File: src/rtl/strap_pkg.sv
package strap_pkg;
    typedef enum logic [1:0] {
        S_STRAP = 2'd0,
        S_ARM   = 2'd1,
        S_DRIVE = 2'd2
    } strap_state_e;
endpackage

File: src/rtl/strap_fsm.sv
module strap_fsm
    import strap_pkg::*;
(
    input  logic clk,
    input  logic rst_n,
    output logic capture,
    output logic drive
);
    strap_state_e state_q;

    always_ff @(posedge clk) begin
        if (!rst_n) begin
            state_q <= S_STRAP;
        end else begin
            unique case (state_q)
                S_STRAP: state_q <= S_ARM;
                S_ARM:   state_q <= S_DRIVE;
                S_DRIVE: state_q <= S_DRIVE;
                default: state_q <= S_STRAP;
            endcase
        end
    end

    always_comb begin
        capture = !rst_n;
        drive   = 1'b0;
        unique case (state_q)
            S_STRAP: drive = 1'b0;
            S_ARM:   drive = 1'b0;
            S_DRIVE: drive = 1'b1;
            default: drive = 1'b0;
        endcase
    end
endmodule

File: src/rtl/strap_latch.sv
module strap_latch #(
    parameter int W = 5
) (
    input  logic         clk,
    input  logic         cap_en,
    input  logic [W-1:0] d,
    output logic [W-1:0] q
);
    always_ff @(posedge clk) begin
        if (cap_en) q <= d;
    end
endmodule

File: src/rtl/fsel_mux.sv
module fsel_mux #(
    parameter int W = 3
) (
    input  logic         use_reg,
    input  logic [W-1:0] strap_code,
    input  logic [W-1:0] reg_code,
    output logic [W-1:0] eff_code
);
    always_comb eff_code = use_reg ? reg_code : strap_code;
endmodule

File: src/rtl/strap_pin_ctrl.sv
module strap_pin_ctrl #(
    parameter int FS_W = 3,
    parameter int N_PM = 4
) (
    input  logic                 clk,
    input  logic                 rst_n,
    input  logic [FS_W+1:0]      pad_in,
    input  logic [FS_W-1:0]      reg_fsel,
    input  logic                 reg_fsel_src,
    output logic [FS_W+1:0]      pad_oe,
    output logic [FS_W-1:0]      strap_fsel,
    output logic                 strap_mode,
    output logic                 strap_vsel,
    output logic [FS_W-1:0]      eff_fsel,
    output logic [N_PM-1:0]      pm_pin_oe,
    output logic [N_PM-1:0]      pm_in_en
);
    localparam int N_STRAP = FS_W + 2;
    localparam int MODE_B  = FS_W;
    localparam int VSEL_B  = FS_W + 1;

    logic               capture;
    logic               drive;
    logic [N_STRAP-1:0] strap_q;

    strap_fsm u_fsm (
        .clk     (clk),
        .rst_n   (rst_n),
        .capture (capture),
        .drive   (drive)
    );

    strap_latch #(.W(N_STRAP)) u_latch (
        .clk    (clk),
        .cap_en (capture),
        .d      (pad_in),
        .q      (strap_q)
    );

    assign strap_fsel = strap_q[FS_W-1:0];
    assign strap_mode = strap_q[MODE_B];
    assign strap_vsel = strap_q[VSEL_B];

    fsel_mux #(.W(FS_W)) u_mux (
        .use_reg    (reg_fsel_src),
        .strap_code (strap_fsel),
        .reg_code   (reg_fsel),
        .eff_code   (eff_fsel)
    );

    for (genvar p = 0; p < N_STRAP; p++) begin : g_pad
        assign pad_oe[p] = drive;
    end

    for (genvar s = 0; s < N_PM; s++) begin : g_pm
        assign pm_pin_oe[s] = drive &  strap_mode;
        assign pm_in_en[s]  = drive & ~strap_mode;
    end
endmodule

File: config.mk
export PLATFORM = sky130hd
export DESIGN_NAME = strap_pin_ctrl
export DESIGN_NICKNAME = d
export VERILOG_FILES = /design/src/rtl/strap_pkg.sv /design/src/rtl/strap_fsm.sv /design/src/rtl/strap_latch.sv /design/src/rtl/fsel_mux.sv /design/src/rtl/strap_pin_ctrl.sv
export SDC_FILE = /design/constraint.sdc
export NUM_CORES = 1
export LEC_CHECK = 0
export CORE_AREA = 2 2 39 41
export CTS_CLUSTER_DIAMETER = 100
export DETAILED_ROUTE_END_ITERATION = 10
export DIE_AREA = 0 0 41 43
export DONT_BUFFER_PORTS = 1
export PLACE_DENSITY_LB_ADDON = 0.2
export SYNTH_ARGS = -nofsm -noshare
export SYNTH_HDL_FRONTEND = slang
export SYNTH_SLANG_ARGS = --single-unit
File: constraint.sdc
create_clock -name clk -period 1.1 [get_ports clk]
set_input_delay 0.22 -clock clk [delete_from_list [all_inputs] [get_ports clk]]
set_output_delay 0.22 -clock clk [all_outputs]
set_load 0.05 [all_outputs]
==> results of run 1 <==
Yosys cell counts (all sizes together):
| master | instances |
|---|---|
| nor2b | 1 |
| mux2 | 3 |
| and2 | 3 |
| buf | 11 |
| edfxtp | 5 |
| dfxtp | 2 |
| ha | 2 |
| inv | 3 |
flip-flops by register name (all words and copies together) (netlist names):
register,cells
u_latch.q,5
u_fsm.state_q,2
worst paths after layout:
check	startpoint	slack [ps]	end	cells past startpoint
worst max-delay path	u_fsm.state_q[0]	-280	pm_in_en[1]	4
worst min-delay path	pad_in[3]	70	u_latch.q[3]	0
worst max register to register	u_fsm.state_q[0]	40	u_fsm.state_q[1]	5
worst min register to register	u_fsm.state_q[1]	670	u_fsm.state_q[1]	3
power by group:
part	total, mW	internal [mW]	switching, mW	leakage [nW]
clock network	0.220	0.138	0.0826	0.0150
registers	0.339	0.318	0.0210	0.0661
logic	0.578	0.187	0.391	0.155
routing by layer:
metal	routed length, um	track usage [%]
met5	0	0
met4	0	8.67
met3	56	1.57
met2	415	13.1
met1	169	8.00
timing repair:
item                                    4_1_cts  5_1_grt
setup buffers                                 4        0
gates resized for setup                       7        5
endpoints found under the setup margin       17       21
pin swaps                                     1        1
metrics by stage:
stage | total power [mW] | setup TNS (ps)
2_1_floorplan | 0.813 | -3110
3_3_place_gp | 0.846 | -486
3_5_place_dp | 0.852 | -828
4_1_cts | 1.13 | -4090
5_1_grt | 1.20 | -4910
6_report | 1.14 | -3890
logic make-up after synthesis:
group | Yosys count
fa+ha+maj | 2
simple gates | 4
flops | 7
buf+inv | 14
mux | 3
layout make-up:
type | count | area [um2] | area share, %
sequential | 7 | 193 | 34.6
timing repair buffer | 15 | 176 | 31.7
multi-input combinational | 9 | 130 | 23.4
clock buffer | 4 | 26.3 | 4.72
tap | 16 | 20.0 | 3.60
inverter | 3 | 11.3 | 2.02
==> results.py, run 1 <==
metrics = {
    "pwr": {
        "ir_drop_mv": 0.844,
        "p_per_area_nw_per_um2": 2040,
        "power.static_leakage_nw": 0.236,
    },
    "detailed_routing": {
        "dr_total_vias": 206,
        "drt_pass1_iterations": 1,
        "wire_per_inst_um": 11.9,
        "drc_errors": 0,
        "finalWirelength_um": 641,
        "drt-initial-drc-count": 0,
        "viasPerCell": 3.81,
        "drt.antenna.violating_nets": 0,
    },
    "synthesis": {
        "seq_area_frac_synth_pct": 51.7,
        "synthXorXnorAreaFrac_pct": 0,
        "syn-instance-count": 30,
        "synth_area_um2": 368,
        "synth_nets": 43,
        "avgSynthCellArea_um2": 12.3,
        "synth_top_area_share_pct": 40.8,
        "yosys-top-cells-area": "edfxtp_1 41%, buf_4 22%, dfxtp_1 11%",
        "synth_compound_area_share_pct": 0,
        "yosysWarnings": 0,
        "synth-simple-area-share_pct": 6.80,
        "synth.distinct_cells": 8,
        "synthAdderAreaFrac_pct": 6.80,
        "ys_ff_latch": 7,
        "synth_top_family_by_area": "buffers and inverters",
        "synth_area_leader_cell": "edfxtp_1",
        "muxShareOfSynthArea_pct": 9.18,
    },
    "timing": {
        "timing.final.crit_share_pct": 126,
        "skew_ps": 0.0153,
        "relSlewSlack_pct": 87.7,
        "finalMaxSlewViolations": 0,
        "setup_violations": 19,
        "max_freq_mhz": 724,
        "finalHoldViolCount": 0,
        "post-route-min-period_ps": 1380,
        "whs_ps": 71.3,
        "rsz0062_at_grt": "true",
        "setup_ws_ps": -281,
        "tightest_slew_ps": 184,
    },
    "cts": {
        "htree_levels": 1,
        "cts_buffers": 3,
        "cts.sink_count": 7,
        "root_buffer": "clkbuf_4",
        "clkTransAtPathRegs_ps": 50,
        "ctsHoldBuffers": 0,
        "cts_tree": "done",
        "clk_path_buf_depth": 2,
        "clkLatencyLatePin_ps": 240,
    },
    "placed_design": {
        "portBuffers": 0,
        "routabilityCongestion": 0.555,
        "place_inst": 46,
        "placed_cell_area_um2": 449,
        "post-place-ws_ps": -92.4,
    },
    "die": {
        "io_pins": 32,
        "fp.dieW_um": 41,
        "die_area_um2": 1760,
        "initial_utilization_pct": 26.6,
        "die_h_um": 43,
        "num_rows": 14,
        "core_area_um2": 1380,
    },
    "setup_path": {
        "critPathTopFamily": "flip-flops",
        "slowest_stage": "dfxtp_2",
        "crit_chain": "inv_2 > ha_4 > nor2b_4 > buf_12",
        "required_ps": 880,
        "max_stage_delay_ps": 310,
        "worstSetupPathType": "reg -> out",
        "cp.arrival_ps": 1160,
        "critPathMaxFanout": 4,
        "cp_num_buf_inv": 2,
        "crit_path_end_kind": "output port",
        "startpoint_type": "flip-flop",
    },
    "finish": {
        "instances_no_fill": 54,
        "final_cell_mix": "6 x buf_4, 5 x buf_6, 5 x edfxtp_1",
        "n_antenna_cell": 0,
        "areaGrowthSynthToFinish_pct": 51.4,
        "fillers": 140,
        "fin_util_pct": 40.2,
        "layout-drive-gt1-share_pct": 73.7,
        "fin_area_um2": 557,
        "layout_commonest_cell": "buf_4",
        "nNetsFinal": 52,
    },
    "grt": {
        "grt_max_degree": 6,
        "grt_usage_pct": 8.32,
        "grt.overflow.total": 0,
        "grt_pass1_vias": 241,
        "grt_pass1_wl_um": 938,
        "antenna_found_initial": 0,
    },
    "run_status": {
        "violations": "setup timing",
        "status": "complete, but fails checks",
    },
    "job": {
        "max-cap-violations": 0,
    },
    "hold_path": {
        "hold_path.class": "in -> reg",
    },
}
Power figures use the tool's default switching activity.
==> inputs of run 2 (changes only) <==
Settings changed: RECOVER_POWER from default to 50.
==> results of run 2 <==
The final DEF is identical to that of run 1; final timing and power are the same.
